`src/rtl/bmac_pkg.sv`:
```
// Package bmac_pkg
// Shared definitions for the bus master access control unit: the bit
// positions inside a 4-bit permission field and the permission decision.
// Assumes the field layout given in the brief.
package bmac_pkg;
    localparam int FLD_SUP_RD = 3;
    localparam int FLD_SUP_WR = 2;
    localparam int FLD_USR_RD = 1;
    localparam int FLD_USR_WR = 0;

    // Decide whether a field grants an access of the given kind.
    function automatic logic field_allows(input logic [3:0] fld,
                                          input logic       sup,
                                          input logic       wr);
        logic res;
        if (sup) res = wr ? fld[FLD_SUP_WR] : fld[FLD_SUP_RD];
        else     res = wr ? fld[FLD_USR_WR] : fld[FLD_USR_RD];
        return res;
    endfunction
endpackage

```
`src/rtl/bmac_attr.sv`:
```
// Module bmac_attr
// Purely combinational. Selects one master and derives two things for the
// current access: its effective supervisor attribute and whether it counts
// as trusted for register writes. Master 0 is trusted whenever it drives
// supervisor. Assumes 2 <= N_MASTERS <= 8.
module bmac_attr #(
    parameter int N_MASTERS = 4,
    localparam int MID_W = $clog2(N_MASTERS)
) (
    input  logic [N_MASTERS-1:0] priv_i,
    input  logic [MID_W-1:0]     master_i,
    input  logic                 sup_i,
    output logic                 eff_sup_o,
    output logic                 trusted_o
);
    logic [N_MASTERS-1:0] sel_v;
    logic [N_MASTERS-1:0] eff_v;
    logic [N_MASTERS-1:0] tr_v;

    for (genvar i = 0; i < N_MASTERS; i++) begin : g_mst
        assign sel_v[i] = (master_i == MID_W'(i));
        assign eff_v[i] = priv_i[i] & sup_i;
        if (i == 0) begin : g_core
            assign tr_v[i] = sup_i;
        end else begin : g_other
            assign tr_v[i] = priv_i[i] & sup_i;
        end
    end

    // Reduce the selected master's decode onto the outputs.
    always_comb begin
        eff_sup_o = |(sel_v & eff_v);
        trusted_o = |(sel_v & tr_v);
    end

    // Guard: neither result may claim supervisor for a user-mode access.
    always_comb begin
        if (eff_sup_o) begin

            eff_needs_sup_chk: assert (sup_i);
        end
        if (trusted_o) begin

            trust_needs_sup_chk: assert (sup_i);
        end
    end
endmodule

```
`src/rtl/bmac_regs.sv`:
```
// Module bmac_regs
// Register file: one privilege register and N_CTRL control bytes. Control
// byte k sits at PACR_BASE+k for k < N_PACR and at GACR_BASE+k-N_PACR
// otherwise. The access completes in the same cycle: read data and the
// error flag are combinational, and writes commit at the clock edge.
// A write to a defined offset is refused when trusted_i is low. Offsets
// that are not defined read zero and ignore writes.
module bmac_regs #(
    parameter int N_MASTERS = 4,
    parameter int ADDR_W    = 6,
    parameter int PRIV_OFS  = 'h20,
    parameter int PACR_BASE = 'h24,
    parameter int N_PACR    = 12,
    parameter int GACR_BASE = 'h30,
    parameter int N_GACR    = 4,
    parameter logic [7:0] PRIV_RST = 8'h03,
    parameter logic [3:0] FIELD_RST = 4'hC,
    localparam int N_CTRL = N_PACR + N_GACR
) (
    input  logic                  clk,
    input  logic                  rst_n,
    input  logic                  valid_i,
    input  logic                  write_i,
    input  logic [ADDR_W-1:0]     addr_i,
    input  logic [7:0]            wdata_i,
    input  logic                  trusted_i,
    output logic [7:0]            rdata_o,
    output logic                  err_o,
    output logic [N_MASTERS-1:0]  priv_o,
    output logic [N_CTRL*8-1:0]   ctrl_o
);
    localparam logic [7:0] PRIV_MASK = 8'((1 << N_MASTERS) - 1);

    logic [7:0]          priv_q;
    logic [N_CTRL*8-1:0] ctrl_q;
    logic                hit_priv;
    logic [N_CTRL-1:0]   hit_ctrl;
    logic                defined;
    logic                wr_ok;

    assign hit_priv = valid_i && (addr_i == ADDR_W'(PRIV_OFS));

    for (genvar k = 0; k < N_CTRL; k++) begin : g_dec
        localparam int BYTE_OFS = (k < N_PACR) ? (PACR_BASE + k)
                                               : (GACR_BASE + k - N_PACR);
        assign hit_ctrl[k] = valid_i && (addr_i == ADDR_W'(BYTE_OFS));
    end

    // Classify the access: defined target, accepted write, refused write.
    always_comb begin
        defined = hit_priv | (|hit_ctrl);
        wr_ok   = write_i & defined & trusted_i;
        err_o   = write_i & defined & ~trusted_i;
    end

    // Privilege register: reserved upper bits are never stored.
    always_ff @(posedge clk) begin
        if (!rst_n)                 priv_q <= PRIV_RST & PRIV_MASK;
        else if (wr_ok && hit_priv) priv_q <= wdata_i & PRIV_MASK;
    end

    // Control bytes: each one is loaded only by an accepted write to its offset.
    always_ff @(posedge clk) begin
        if (!rst_n) begin
            ctrl_q <= {(2*N_CTRL){FIELD_RST}};
        end else if (wr_ok) begin
            for (int k = 0; k < N_CTRL; k++) begin
                if (hit_ctrl[k]) ctrl_q[k*8 +: 8] <= wdata_i;
            end
        end
    end

    // Read multiplexer: offsets that are not defined return zero.
    always_comb begin
        rdata_o = '0;
        if (hit_priv) rdata_o = priv_q;
        for (int k = 0; k < N_CTRL; k++) begin
            if (hit_ctrl[k]) rdata_o = ctrl_q[k*8 +: 8];
        end
    end

    assign priv_o = priv_q[N_MASTERS-1:0];
    assign ctrl_o = ctrl_q;


    priv_upper_zero_chk: assert property (@(posedge clk) disable iff (!rst_n)
        (priv_q & ~PRIV_MASK) == 8'h00);


    refused_keeps_regs_chk: assert property (@(posedge clk) disable iff (!rst_n)
        (valid_i && err_o) |=> ($stable(priv_q) && $stable(ctrl_q)));


    reserved_no_err_chk: assert property (@(posedge clk) disable iff (!rst_n)
        (valid_i && !defined) |-> (!err_o && rdata_o == 8'h00));


    read_no_err_chk: assert property (@(posedge clk) disable iff (!rst_n)
        (valid_i && !write_i) |-> !err_o);
endmodule

```
`src/rtl/bmac_gate.sv`:
```
// Module bmac_gate
// Permission check for one access per cycle. It picks the control byte
// for the target (target>>1), then the nibble: the high nibble for an even
// target and the low nibble for an odd one. The field is tested against
// the effective attribute and direction. The result is registered, so the
// outputs show the outcome one cycle after the request. Targets at or
// above N_TGT are refused. Assumes N_TGT >= 4.
module bmac_gate #(
    parameter int N_CTRL = 16,
    localparam int N_TGT = 2 * N_CTRL,
    localparam int TGT_W = $clog2(N_TGT)
) (
    input  logic                clk,
    input  logic                rst_n,
    input  logic                valid_i,
    input  logic                write_i,
    input  logic [TGT_W-1:0]    tgt_i,
    input  logic                eff_sup_i,
    input  logic [N_CTRL*8-1:0] ctrl_i,
    output logic                fwd_o,
    output logic                err_o,
    output logic                eff_sup_o
);
    import bmac_pkg::*;

    logic [7:0] byte_sel;
    logic [3:0] fld;
    logic       in_rng;
    logic       allow;

    if (N_TGT < (1 << TGT_W)) begin : g_rng
        assign in_rng = (int'(tgt_i) < N_TGT);
    end else begin : g_full
        assign in_rng = 1'b1;
    end

    // Select the control byte and nibble for the requested target.
    always_comb begin
        byte_sel = '0;
        for (int k = 0; k < N_CTRL; k++) begin
            if (tgt_i[TGT_W-1:1] == (TGT_W-1)'(k)) byte_sel = ctrl_i[k*8 +: 8];
        end
        fld   = tgt_i[0] ? byte_sel[3:0] : byte_sel[7:4];
        allow = in_rng & field_allows(fld, eff_sup_i, write_i);
    end

    // Register the outcome: forward or refuse, plus the effective attribute.
    always_ff @(posedge clk) begin
        if (!rst_n) begin
            fwd_o     <= 1'b0;
            err_o     <= 1'b0;
            eff_sup_o <= 1'b0;
        end else begin
            fwd_o     <= valid_i & allow;
            err_o     <= valid_i & ~allow;
            eff_sup_o <= valid_i & eff_sup_i;
        end
    end


    fwd_err_excl_chk: assert property (@(posedge clk) disable iff (!rst_n)
        !(fwd_o && err_o));


    one_outcome_chk: assert property (@(posedge clk) disable iff (!rst_n)
        valid_i |=> (fwd_o || err_o));


    idle_quiet_chk: assert property (@(posedge clk) disable iff (!rst_n)
        !valid_i |=> (!fwd_o && !err_o && !eff_sup_o));
endmodule

```
`src/rtl/bmac_top.sv`:
```
// Module bmac_top
// Bus master access control unit. It ties together the register file, one
// attribute/trust decoder for the register port, a second decoder for the
// check port, and the permission gate. The register port completes in the
// same cycle it is presented (ready follows valid). The check port answers
// one cycle after each request.
module bmac_top #(
    parameter int N_MASTERS = 4,
    parameter int ADDR_W    = 6,
    parameter int N_PACR    = 12,
    parameter int N_GACR    = 4,
    localparam int MID_W  = $clog2(N_MASTERS),
    localparam int N_CTRL = N_PACR + N_GACR,
    localparam int TGT_W  = $clog2(2 * N_CTRL)
) (
    input  logic              clk,
    input  logic              rst_n,
    input  logic              reg_valid,
    input  logic              reg_write,
    input  logic [ADDR_W-1:0] reg_addr,
    input  logic [7:0]        reg_wdata,
    input  logic [MID_W-1:0]  reg_master,
    input  logic              reg_super,
    output logic              reg_ready,
    output logic              reg_err,
    output logic [7:0]        reg_rdata,
    input  logic              acc_valid,
    input  logic              acc_write,
    input  logic [MID_W-1:0]  acc_master,
    input  logic              acc_super,
    input  logic [TGT_W-1:0]  acc_tgt,
    output logic              acc_fwd,
    output logic              acc_err,
    output logic              acc_eff_sup
);
    logic [N_MASTERS-1:0]  priv;
    logic [N_CTRL*8-1:0]   ctrl;
    logic                  reg_trusted;
    logic                  reg_eff_unused;
    logic                  acc_eff;
    logic                  acc_tr_unused;

    assign reg_ready = reg_valid;

    bmac_attr #(.N_MASTERS(N_MASTERS)) u_attr_reg (
        .priv_i(priv), .master_i(reg_master), .sup_i(reg_super),
        .eff_sup_o(reg_eff_unused), .trusted_o(reg_trusted)
    );

    bmac_attr #(.N_MASTERS(N_MASTERS)) u_attr_acc (
        .priv_i(priv), .master_i(acc_master), .sup_i(acc_super),
        .eff_sup_o(acc_eff), .trusted_o(acc_tr_unused)
    );

    bmac_regs #(
        .N_MASTERS(N_MASTERS), .ADDR_W(ADDR_W),
        .N_PACR(N_PACR), .N_GACR(N_GACR)
    ) u_regs (
        .clk(clk), .rst_n(rst_n), .valid_i(reg_valid), .write_i(reg_write),
        .addr_i(reg_addr), .wdata_i(reg_wdata), .trusted_i(reg_trusted),
        .rdata_o(reg_rdata), .err_o(reg_err), .priv_o(priv), .ctrl_o(ctrl)
    );

    bmac_gate #(.N_CTRL(N_CTRL)) u_gate (
        .clk(clk), .rst_n(rst_n), .valid_i(acc_valid), .write_i(acc_write),
        .tgt_i(acc_tgt), .eff_sup_i(acc_eff), .ctrl_i(ctrl),
        .fwd_o(acc_fwd), .err_o(acc_err), .eff_sup_o(acc_eff_sup)
    );


    core_sup_never_refused_chk: assert property (@(posedge clk) disable iff (!rst_n)
        (reg_valid && reg_write && reg_master == '0 && reg_super) |-> !reg_err);


    eff_sup_needs_sup_chk: assert property (@(posedge clk) disable iff (!rst_n)
        acc_valid |=> (acc_eff_sup == ($past(acc_super) && $past(priv[acc_master]))));


    ready_follows_valid_chk: assert property (@(posedge clk) disable iff (!rst_n)
        reg_ready == reg_valid);
endmodule

```
`config.mk`:
```
export PLATFORM = sky130hd
export DESIGN_NAME = bmac_top
export DESIGN_NICKNAME = d
export VERILOG_FILES = /design/src/rtl/bmac_pkg.sv /design/src/rtl/bmac_attr.sv /design/src/rtl/bmac_regs.sv /design/src/rtl/bmac_gate.sv /design/src/rtl/bmac_top.sv
export SDC_FILE = /design/constraint.sdc
export NUM_CORES = 1
export LEC_CHECK = 0
export BUFFER_PORTS_ARGS = -buffer_cell sky130_fd_sc_hd__buf_2
export CORE_MARGIN = 10
export CORE_UTILIZATION = 55
export CTS_BUF_LIST = sky130_fd_sc_hd__clkbuf_4 sky130_fd_sc_hd__clkbuf_8 sky130_fd_sc_hd__clkbuf_16
export CTS_CLUSTER_SIZE = 24
export DETAILED_ROUTE_END_ITERATION = 10
export PLACE_DENSITY_LB_ADDON = 0.08
export SKIP_LAST_GASP = 1
export SLEW_MARGIN = 25
export SYNTH_ARGS = -nofsm -noshare
export SYNTH_HDL_FRONTEND = slang
export SYNTH_SLANG_ARGS = --single-unit
export TNS_END_PERCENT = 20
```
`constraint.sdc`:
```
create_clock -name clk -period 2.73 [get_ports clk]
set_clock_uncertainty 0.15 [all_clocks]
set_input_delay 0.546 -clock clk [delete_from_list [all_inputs] [get_ports clk]]
set_output_delay 0.546 -clock clk [all_outputs]
set_load 0.05 [all_outputs]
```
==> reports/results.tsv <==
metric	value	unit
status	finished, violations left	
violated checks	setup timing	
routed len/inst	24.4	µm
via count	8439	
most frequent CP cell	nand2_2	
Mapped Area	8090	µm²
Clock Tree Buf Depth	2	
critical path arrival	2.40	ns
RSZ-0062 raised after global routing	true	
ranking of synthesized cells by area	dfxtp_1, mux2i_1, nand2_1	
post-synthesis area per instance	8.25	µm²
critical path class	flip-flop to output pin	
synth cell count leaders	nand2_1, dfxtp_1, mux2i_1	
antenna viol nets, final	0	
worst-margin pin slew	0.778	ns
layout overhead on the synthesized area	26.1	%
top cell type's share of synthesized area	33.4	%
cell count after placement	1250	
Int Power	3520	µW
Reg area	2710	µm²
max-capacitance violation count	0	
post-synthesis cell count	980	
DR vias/cell	6.54	
CP Buf/Inv Count	1	
Logic pwr share	12.6	%
sw frac	27.3	%
syn nets	1011	
Lkg Pwr	0.00423	µW
drt drc	0	
clock slew at reported path FFs	0.06	ns
total grt overflow	0	
Top FF cell, synth	dfxtp_1	
Syn. warnings	0	
most frequent cell after synthesis	nand2_1	
area taken by multi-input logic gates	5150	µm²
die area	20000	µm²
Max Slew Vio Count	0	
largest net degree at the start of global routing	86	
core area	14500	µm²
CTS sink cnt	135	
HPWL Detailed	22600	µm
Clock Latency Late Sink	0.43	ns
CTS tree	yes	
Cell variety after synth	73	
CTS Buf Count	17	
final setup TNS	-2.02	ns
first drt pass iteration count	7	
Peak Freq	0.323	GHz
CP endpoint kind	output pin	
I/O pins	44	
Psw	1330	µW
clock power share	46.7	%
initial antenna violation count	0	
Post-synth EDFFs	0	
Final #Nets	1125	
slowest stage delay, CP	0.43	ns
Die Wd	141	µm
startpoint types	flip-flop	
share of cells above drive strength 1	27.6	%
CP required	2.03	ns
Row Count	44	
worst-path cell chain	mux2_2 > o211a_4 > nand2_2 > nand2_2 > a221oi_2 > o21ai_1 > a221o_2 > buf_8	
Critical-path top delay cell	a221o_2	
worst-path fanout max	3	
Slew Limit Headroom	47.9	%
Crit path max-delay family	compound AO/OA/AOI/OAI gates	
routability congestion estimate	1.03	
CTS H-tree depth	4	
pwr/cell area	475	nW/µm²
setup violators final	14	
first-pass GRT wire length	46700	µm
Starting Density	55.9	%
largest area contributor in the netlist	dfxtp_1	
fraction of registers with async set/reset	0	%
vias in the first global route	7689	
count of final hold-check violations	0	
final worst setup slack	-0.369	ns
diode count	0	
sequential area share after synthesis	33.4	%
chip height	141	µm
peak supply drop	0.000455	V
fin cells	1291	
Fillers	1212	
crit share post-route	114	%
Port Buf Inserts	43	
root buffer cell	clkbuf_16	
overall routing resource usage	30.3	%
#FFs+latches synth	135	
Final min period	3.10	ns
Flop pwr share	40.7	%
starting DRC count in detailed routing	1231	
total routed wirelength	31500	µm
Placement Setup Slack	-0.476	ns
hold crit path type	input port to flip-flop	
[cells by family after synthesis]
family | Yosys count | synth area share (%)
flops | 135 | 33.4
simple gates | 368 | 22.7
compound gates | 248 | 20.4
buf+inv | 99 | 5.66
mux | 130 | 17.8
[final timing paths]
kind,startpoint,endpoint,slack (ns),depth (start not counted)
worst min-delay path,acc_valid,u_gate.eff_sup_o$_SDFF_PN0_,0.21,2
worst max register to register,u_regs.priv_q[2]$_SDFFE_PN0P_,u_regs.ctrl_o[49]$_SDFFE_PN0P_,-0.05,9
worst max-delay path,u_regs.ctrl_o[4]$_SDFFE_PN0P_,reg_rdata[4],-0.37,8
worst min register to register,u_regs.ctrl_o[90]$_SDFFE_PN1P_,u_regs.ctrl_o[90]$_SDFFE_PN1P_,0.33,2
[power groups by stage]
stage | sequential, µW | clock (µW) | combinational [µW]
4_1_cts | 1970 | 2270 | 563
5_1_grt | 1970 | 2350 | 631
3_5_place_dp | 2020 | 0 | 541
2_1_floorplan | 2020 | 0 | 321
3_3_place_gp | 2020 | 0 | 541
6_report | 1970 | 2260 | 609
[metal layers]
layer	vias to the layer above	wire [µm]	GRT usage (%)	part of all wire, %
met3	84	3370	7.18	11
li1	3787	-	-	-
met2	502	13600	43.8	43
met1	4066	13500	42.8	43
met4	0	986	10.7	3.1
met5	-	0	0	0
[timing repair]
| action | in CTS | in global routing |
|---|---|---|
| setup buffers | 4 | 6 |
| gates resized for setup | 42 | 49 |
| endpoints found under the setup margin | 16 | 31 |
| pin swaps | 14 | 22 |
| gates cloned | 1 | 1 |
| endpoints found under the hold margin | 0 | 0 |
| hold buffers | 0 | 0 |
[registers in the layout (all words and copies together), names as in the netlist]
signal	cells
u_gate.err_o	1
u_regs.ctrl_o	128
u_gate.eff_sup_o	1
u_regs.priv_q	4
u_gate.fwd_o	1
[placed cells by master, fill, tap and decap left out, types with 6 or more instances in the layout]
cell	synthesis	layout
dfxtp_1	135	132
a31oi_1	10	9
nor2_1	37	36
nand2_1	137	132
mux2i_1	108	108
nand3_2	5	6
nor2b_1	52	47
buf_4	8	131
o211ai_1	8	8
o21ai_0	86	81
buf_6	3	15
o22ai_1	13	9
a21boi_0	34	34
nand3_1	72	71
nand2_2	3	6
clkbuf_16	0	18
nand2b_1	13	12
nor3_1	9	9
a221oi_1	12	8
inv_1	8	8
mux4_2	10	10
mux2_2	12	12
a21oi_1	22	18
buf_2	24	29
and3_1	8	7
[per-stage QoR]
stage | utilization [%] | hold WS, ns | cell area, µm² | power (µW)
6_report | 70.4 | 0.208 | 10200 | 4850
5_1_grt | 70.4 | 0.222 | 10200 | 4950
4_1_cts | 68.9 | 0.201 | 9980 | 4810
3_5_place_dp | 63.7 | 0.322 | 9220 | 2560
3_3_place_gp | 63.7 | 0.304 | 9220 | 2560
2_1_floorplan | - | 0.291 | 8140 | 2350
[layout make-up]
| class | instances | share of cell area (%) |
|---|---|---|
| Tap cell | 184 | 2.26 |
| Multi-Input combinational cell | 746 | 50.5 |
| Inverter | 8 | 0.294 |
| Clock inverter | 13 | 1.20 |
| Sequential cell | 135 | 26.5 |
| Timing Repair Buffer | 186 | 14.8 |
| Clock buffer | 19 | 4.44 |
(Power assumes the default switching activity.)
